## config.mk

```make
export PLATFORM = sky130hd
export DESIGN_NAME = aes_iter_core
export DESIGN_NICKNAME = d
export VERILOG_FILES = /design/src/rtl/aes_rk_pkg.sv /design/src/rtl/aes_sbox_lane.sv /design/src/rtl/aes_lin_layer.sv /design/src/rtl/aes_iter_core.sv
export SDC_FILE = /design/constraint.sdc
export NUM_CORES = 2
export LEC_CHECK = 0
export CORE_UTILIZATION = 56
export DETAILED_ROUTE_END_ITERATION = 12
export PLACE_DENSITY = 0.71
export SETUP_SLACK_MARGIN = 0.1
export SLEW_MARGIN = 20
export SYNTH_ARGS = -nofsm -noshare
export SYNTH_HDL_FRONTEND = slang
export SYNTH_SLANG_ARGS = --single-unit
```

## constraint.sdc

```tcl
create_clock -name clk -period 23.3 [get_ports clk]
set_input_delay 4.66 -clock clk [delete_from_list [all_inputs] [get_ports clk]]
set_output_delay 4.66 -clock clk [all_outputs]
set_load 0.01 [all_outputs]
```

## src/rtl/aes_rk_pkg.sv

```systemverilog
package aes_rk_pkg;

    localparam int BYTES = 16;
    typedef logic [BYTES-1:0][7:0] blk_t;

    // storage position of state byte i (byte 0 sits in the top bits)
    function automatic int bpos(input int i);
        return BYTES - 1 - i;
    endfunction

    function automatic logic [7:0] xt(input logic [7:0] a);
        return {a[6:0], 1'b0} ^ (a[7] ? 8'h1b : 8'h00);
    endfunction

    function automatic logic [7:0] gmul(input logic [7:0] a, input logic [7:0] b);
        logic [7:0] p;
        logic [7:0] s;
        p = 8'h00;
        s = a;
        for (int i = 0; i < 8; i++) begin
            if (b[i]) p = p ^ s;
            s = xt(s);
        end
        return p;
    endfunction

    // x^254 by repeated squaring; maps 0 to 0
    function automatic logic [7:0] gf_inv(input logic [7:0] x);
        logic [7:0] sq;
        logic [7:0] r;
        sq = x;
        r  = 8'h01;
        for (int k = 1; k < 8; k++) begin
            sq = gmul(sq, sq);
            r  = gmul(r, sq);
        end
        return r;
    endfunction

    function automatic logic [7:0] rotl(input logic [7:0] b, input int n);
        return 8'((b << n) | (b >> (8 - n)));
    endfunction

    function automatic logic [7:0] sub_fwd(input logic [7:0] x);
        logic [7:0] v;
        v = gf_inv(x);
        return v ^ rotl(v, 1) ^ rotl(v, 2) ^ rotl(v, 3) ^ rotl(v, 4) ^ 8'h63;
    endfunction

    function automatic logic [7:0] sub_inv(input logic [7:0] x);
        return gf_inv(rotl(x, 1) ^ rotl(x, 3) ^ rotl(x, 6) ^ 8'h05);
    endfunction

    function automatic blk_t shift_rows(input blk_t b, input logic inv);
        blk_t o;
        int   src;
        for (int c = 0; c < 4; c++) begin
            for (int r = 0; r < 4; r++) begin
                src = inv ? ((c - r + 4) % 4) : ((c + r) % 4);
                o[bpos(r + 4 * c)] = b[bpos(r + 4 * src)];
            end
        end
        return o;
    endfunction

    function automatic blk_t mix_blk(input blk_t b, input logic inv);
        blk_t       o;
        logic [7:0] k [4];
        logic [7:0] acc;
        if (inv) begin
            k[0] = 8'h0e; k[1] = 8'h0b; k[2] = 8'h0d; k[3] = 8'h09;
        end else begin
            k[0] = 8'h02; k[1] = 8'h03; k[2] = 8'h01; k[3] = 8'h01;
        end
        for (int c = 0; c < 4; c++) begin
            for (int r = 0; r < 4; r++) begin
                acc = 8'h00;
                for (int j = 0; j < 4; j++)
                    acc = acc ^ gmul(b[bpos(4 * c + j)], k[(j - r + 4) % 4]);
                o[bpos(4 * c + r)] = acc;
            end
        end
        return o;
    endfunction

endpackage

```

## src/rtl/aes_sbox_lane.sv

```systemverilog
module aes_sbox_lane
    import aes_rk_pkg::*;
(
    input  logic       dec_i,
    input  logic [7:0] din,
    output logic [7:0] dout
);
    assign dout = dec_i ? sub_inv(din) : sub_fwd(din);
endmodule

```

## src/rtl/aes_lin_layer.sv

```systemverilog
module aes_lin_layer
    import aes_rk_pkg::*;
(
    input  blk_t   blk_i,
    input  blk_t   rk_i,
    input  logic   dec_i,
    input  logic   last_i,
    output blk_t   blk_o
);
    blk_t shifted;
    blk_t keyed;

    always_comb begin
        shifted = shift_rows(blk_i, dec_i);
        if (dec_i) begin
            // inverse round: shift, add key, then unmix
            keyed = shifted ^ rk_i;
            blk_o = last_i ? keyed : mix_blk(keyed, 1'b1);
        end else begin
            keyed = last_i ? shifted : mix_blk(shifted, 1'b0);
            blk_o = keyed ^ rk_i;
        end
    end
endmodule

```

## src/rtl/aes_iter_core.sv

```systemverilog
module aes_iter_core
    import aes_rk_pkg::*;
#(
    parameter int NR    = 10,
    parameter int LANES = 2
) (
    input  logic                           clk,
    input  logic                           rst_n,
    input  logic                           in_valid,
    output logic                           in_ready,
    input  logic [7:0]                     in_data,
    input  logic                           in_dec,
    output logic                           out_valid,
    input  logic                           out_ready,
    output logic [7:0]                     out_data,
    output logic                           busy,
    output logic [$clog2(NR+1)-1:0]        key_idx,
    input  logic [8*BYTES-1:0]             key_data
);
    localparam int RW        = $clog2(NR + 1);
    localparam int CW        = $clog2(BYTES);
    localparam int SUB_STEPS = BYTES / LANES;
    localparam int SW        = $clog2(SUB_STEPS);

    typedef enum logic [2:0] {S_LOAD, S_WHITEN, S_SUB, S_MIX, S_DRAIN} st_e;

    st_e             st_q, st_d;
    blk_t            blk_q, blk_d;
    logic [CW-1:0]   cnt_q, cnt_d;
    logic [RW-1:0]   rnd_q, rnd_d;
    logic            dec_q, dec_d;
    blk_t            rk;
    blk_t            lin_out;
    logic [7:0]      sub_in  [LANES];
    logic [7:0]      sub_out [LANES];

    assign rk      = blk_t'(key_data);
    assign key_idx = dec_q ? (RW'(NR) - rnd_q) : rnd_q;

    for (genvar l = 0; l < LANES; l++) begin : g_lane
        assign sub_in[l] = blk_q[bpos(int'(cnt_q[SW-1:0]) * LANES + l)];
        aes_sbox_lane u_lane (.dec_i(dec_q), .din(sub_in[l]), .dout(sub_out[l]));
    end

    aes_lin_layer u_lin (
        .blk_i  (blk_q),
        .rk_i   (rk),
        .dec_i  (dec_q),
        .last_i (rnd_q == RW'(NR)),
        .blk_o  (lin_out)
    );

    // state register
    always_ff @(posedge clk or negedge rst_n) begin
        if (!rst_n) begin
            st_q  <= S_LOAD;
            blk_q <= '0;
            cnt_q <= '0;
            rnd_q <= '0;
            dec_q <= 1'b0;
        end else begin
            st_q  <= st_d;
            blk_q <= blk_d;
            cnt_q <= cnt_d;
            rnd_q <= rnd_d;
            dec_q <= dec_d;
        end
    end

    // next state and datapath
    always_comb begin
        st_d  = st_q;
        blk_d = blk_q;
        cnt_d = cnt_q;
        rnd_d = rnd_q;
        dec_d = dec_q;
        unique case (st_q)
            S_LOAD: begin
                if (in_valid) begin
                    blk_d[CW'(BYTES - 1) - cnt_q] = in_data;
                    if (cnt_q == '0) dec_d = in_dec;
                    if (cnt_q == CW'(BYTES - 1)) begin
                        cnt_d = '0;
                        st_d  = S_WHITEN;
                    end else begin
                        cnt_d = cnt_q + 1'b1;
                    end
                end
            end
            S_WHITEN: begin
                blk_d = blk_q ^ rk;
                rnd_d = RW'(1);
                cnt_d = '0;
                st_d  = S_SUB;
            end
            S_SUB: begin
                for (int l = 0; l < LANES; l++)
                    blk_d[bpos(int'(cnt_q[SW-1:0]) * LANES + l)] = sub_out[l];
                if (cnt_q == CW'(SUB_STEPS - 1)) begin
                    cnt_d = '0;
                    st_d  = S_MIX;
                end else begin
                    cnt_d = cnt_q + 1'b1;
                end
            end
            S_MIX: begin
                blk_d = lin_out;
                if (rnd_q == RW'(NR)) begin
                    cnt_d = '0;
                    st_d  = S_DRAIN;
                end else begin
                    rnd_d = rnd_q + 1'b1;
                    st_d  = S_SUB;
                end
            end
            S_DRAIN: begin
                if (out_ready) begin
                    if (cnt_q == CW'(BYTES - 1)) begin
                        cnt_d = '0;
                        rnd_d = '0;
                        st_d  = S_LOAD;
                    end else begin
                        cnt_d = cnt_q + 1'b1;
                    end
                end
            end
            default: st_d = S_LOAD;
        endcase
    end

    // outputs
    always_comb begin
        in_ready  = (st_q == S_LOAD);
        out_valid = (st_q == S_DRAIN);
        busy      = (st_q != S_LOAD);
        out_data  = blk_q[CW'(BYTES - 1) - cnt_q];
    end

    p_out_hold_r8: assert property (@(posedge clk) disable iff (!rst_n)
        (out_valid && !out_ready) |=> (out_valid && $stable(out_data)));

    p_key_step_r5: assert property (@(posedge clk) disable iff (!rst_n)
        (busy && $past(busy) && key_idx != $past(key_idx)) |->
        (dec_q ? (key_idx == $past(key_idx) - RW'(1))
               : (key_idx == $past(key_idx) + RW'(1))));

    p_release_r9: assert property (@(posedge clk) disable iff (!rst_n)
        (out_valid && out_ready && cnt_q == CW'(BYTES - 1)) |=> (!busy && in_ready));

    // encrypt lane output must undo through the inverse table
    p_sbox_pair_r3: assert property (@(posedge clk) disable iff (!rst_n)
        (st_q == S_SUB && !dec_q) |-> (sub_inv(sub_out[0]) == sub_in[0]));

    // decrypt lane output must undo through the forward table
    p_sbox_pair_r4: assert property (@(posedge clk) disable iff (!rst_n)
        (st_q == S_SUB && dec_q) |-> (sub_fwd(sub_out[0]) == sub_in[0]));

    // a full encrypt round must be invertible back to its input
    p_mix_undo_r3: assert property (@(posedge clk) disable iff (!rst_n)
        (st_q == S_MIX && !dec_q && rnd_q != RW'(NR)) |->
        (shift_rows(mix_blk(lin_out ^ rk, 1'b1), 1'b1) == blk_q));

endmodule

```

==> flow_metrics.py <==
metrics = {
    "final_layout": {
        "most-common-layout-cells": "xnor2_1, nor2_1, nand2_1",
        "area.growth.synth_to_final_pct": 5.79,
        "final_common_cell": "xnor2_1",
        "final_cell_area_um2": 91700,
        "layout.nets": 11500,
        "drive_gt1_frac": 0.0865,
    },
    "global_routing": {
        "first_global_vias": 83200,
        "grt-ovfl-total": 0,
        "grt_use_total": 0.450,
        "grt_pass1_wl_um": 544000,
        "grt_max_degree": 139,
        "antenna_found_initial": 41,
    },
    "die": {
        "die_h_um": 395,
        "core_area_um2": 153000,
        "dieArea_um2": 156000,
        "num_rows": 143,
        "die_x_um": 395,
        "io_pins": 156,
        "initial_core_util": 0.567,
    },
    "logic_synthesis": {
        "ys_ff_latch": 140,
        "synthDistinctLibCells": 136,
        "syn_avg_cell_area_um2": 7.50,
        "ys.flop_type": "dfrtp_1",
        "netlist_area_um2": 86700,
        "ys_warn_count": 0,
        "netlist_instances": 11600,
        "syn-num-nets": 11700,
        "yosysSeqAreaShare": 0.0404,
        "async_flop_share": 1.00,
        "synth_edf_count": 0,
    },
    "drt": {
        "vias": 90000,
        "wire_per_inst_um": 27.3,
        "drt-initial-drc-count": 13300,
        "routed_wl_um": 366000,
        "drc": 0,
        "drtAntennaViolNets": 0,
        "firstDrtPassIters": 11,
        "via_per_inst": 6.72,
    },
    "clock_network": {
        "ctsHoldBuffers": 0,
        "cts-root-buf": "clkbuf_16",
        "path_clk_slew_ns": 0.08,
        "cts_setup_buffers": 0,
        "cts.sinks": 140,
        "postCtsResizedCells": 0,
        "cts_tree": "built",
        "clk_latency_ns": 0.48,
        "clockBufferDepth": 2,
        "cts_made_buffers": 17,
        "h-tree-depth": 4,
    },
    "setup_path": {
        "cp_slowest_stage_delay_ns": 0.96,
        "worstPathMaxFanout": 37,
        "reg2regPathDepth": 56,
        "crit_start": "cnt_q[2]",
        "end_kind": "register",
        "reg2reg_from": "cnt_q[2]",
        "crit_top_cell": "xnor3_1",
        "cp_slowest_cell": "xnor2_1",
        "cp-start-kind": "register",
        "crit_type": "reg2reg",
        "rrSetupSlack_ns": 1.11,
        "critPathArrivalTime_ns": 22.55,
        "critPathRequiredTime_ns": 23.66,
    },
    "placement": {
        "gp_congestion": 1.16,
        "numPortBuffers": 155,
        "place_area_um2": 90800,
        "hpwl_um": 273000,
        "place_ws_ns": 1.79,
    },
    "worst_hold_path": {
        "min_path_type": "reg2reg",
    },
    "sta": {
        "fin_skew_ns": 0.0208,
        "relSlewSlack": 0.143,
        "setup_viol": 0,
        "slew_violations": 0,
        "rsz0062_at_grt": "no",
        "holdWs_ns": 0.541,
        "layout_setup_ws_ns": 1.11,
        "min_period_ns": 22.19,
        "fmax_mhz": 45.1,
        "fin_crit_sh": 0.952,
        "tightest_slew_ns": 1.25,
        "fin_setup_tns_ns": 0,
        "finalHoldViolations": 0,
    },
    "run": {
        "maxCapViolCount": 0,
    },
    "status": {
        "run_status": "completed",
    },
}
-- critical path: cells and delay by family, from the launching register on --
family / cells / cell delay (ns)
xor gates and xnor gates: 24 / 10.75
adders and majority gates: 2 / 1.01
muxes: 3 / 1.85
buffers and inverters: 4 / 1.07
and+or+nand+nor: 12 / 3.25
DFF: 1 / 0.75
AOI/OAI and AO/OA: 11 / 3.30
-- routing by layer --
layer / vias to the layer above / track usage / share of wire
li1: 39700 / - / -
met1: 42800 / 0.589 / 0.39
met2: 6152 / 0.647 / 0.41
met3: 1361 / 0.137 / 0.13
met4: 56 / 0.262 / 0.071
met5: - / 0.0102 / 0.0017
-- metrics by stage --
| stage | util | cells |
|---|---|---|
| global placement | 0.595 | 13300 |
| CTS | 0.598 | 13400 |
| finish | 0.600 | 13400 |
| global route | 0.600 | 13400 |
| detailed placement | 0.595 | 13300 |
| floorplan | - | 11600 |
-- cells by family (layout without fill, tap and decap cells) --
group           count (synthesis)  count (layout)  synth area share
other cells                     0              24                 0
buf+inv                       998             782            0.0489
xor+xnor                     3942            3942             0.480
mux                           402             402            0.0518
simple gates                 3411            3411             0.172
fa+ha+maj                      41              41           0.00566
flops                         140             140            0.0404
compound gates               2628            2628             0.201
-- final cells by class --
cell class / count / area [µm²]
multi-input cells: 10400 / 79500
fillers: 14200 / 61100
repair buffers: 597 / 4890
flip-flops and latches: 140 / 3530
well taps: 2030 / 2540
inverters: 154 / 578
clock buffers: 18 / 429
clock inverters: 13 / 144
diodes: 24 / 60.1
-- cell usage after synthesis, drive strengths merged (83+ instances only) --
library cell  count  area, µm²
nor3            256       1350
o211ai          151       1150
mux2i           305       3100
xor2            719       6620
a22oi            83        633
a221oi          128       1140
xnor2          2799      25300
a31oi            86        551
a211oi          203       1580
clkbuf          562       2110
o21ai           575       2920
buf             282       1550
a21oi           682       3460
nand2b           97        607
xnor3           377       8520
nand2          1010       3800
o22ai           175       1140
nor2           1426       5390
inv             135        507
nand3           206       1050
dfrtp           140       3500
-- worst min path at each step --
| stage | startpoint | endpoint | slack [ns] | depth (start not counted) |
|---|---|---|---|---|
| finish | rnd_q[3] | rnd_q[3] | 0.54 | 1 |
| global route | rnd_q[3] | rnd_q[3] | 0.58 | 1 |
| CTS | rnd_q[3] | rnd_q[3] | 0.54 | 1 |
| detailed placement | rnd_q[3] | rnd_q[3] | 0.53 | 1 |
| global placement | rnd_q[3] | rnd_q[3] | 0.50 | 1 |
| floorplan | rnd_q[3] | rnd_q[3] | 0.49 | 1 |
Power is left out: the tool's default activity adds up to more than one toggle a clock period on the data nets, which glitch-free logic cannot reach.
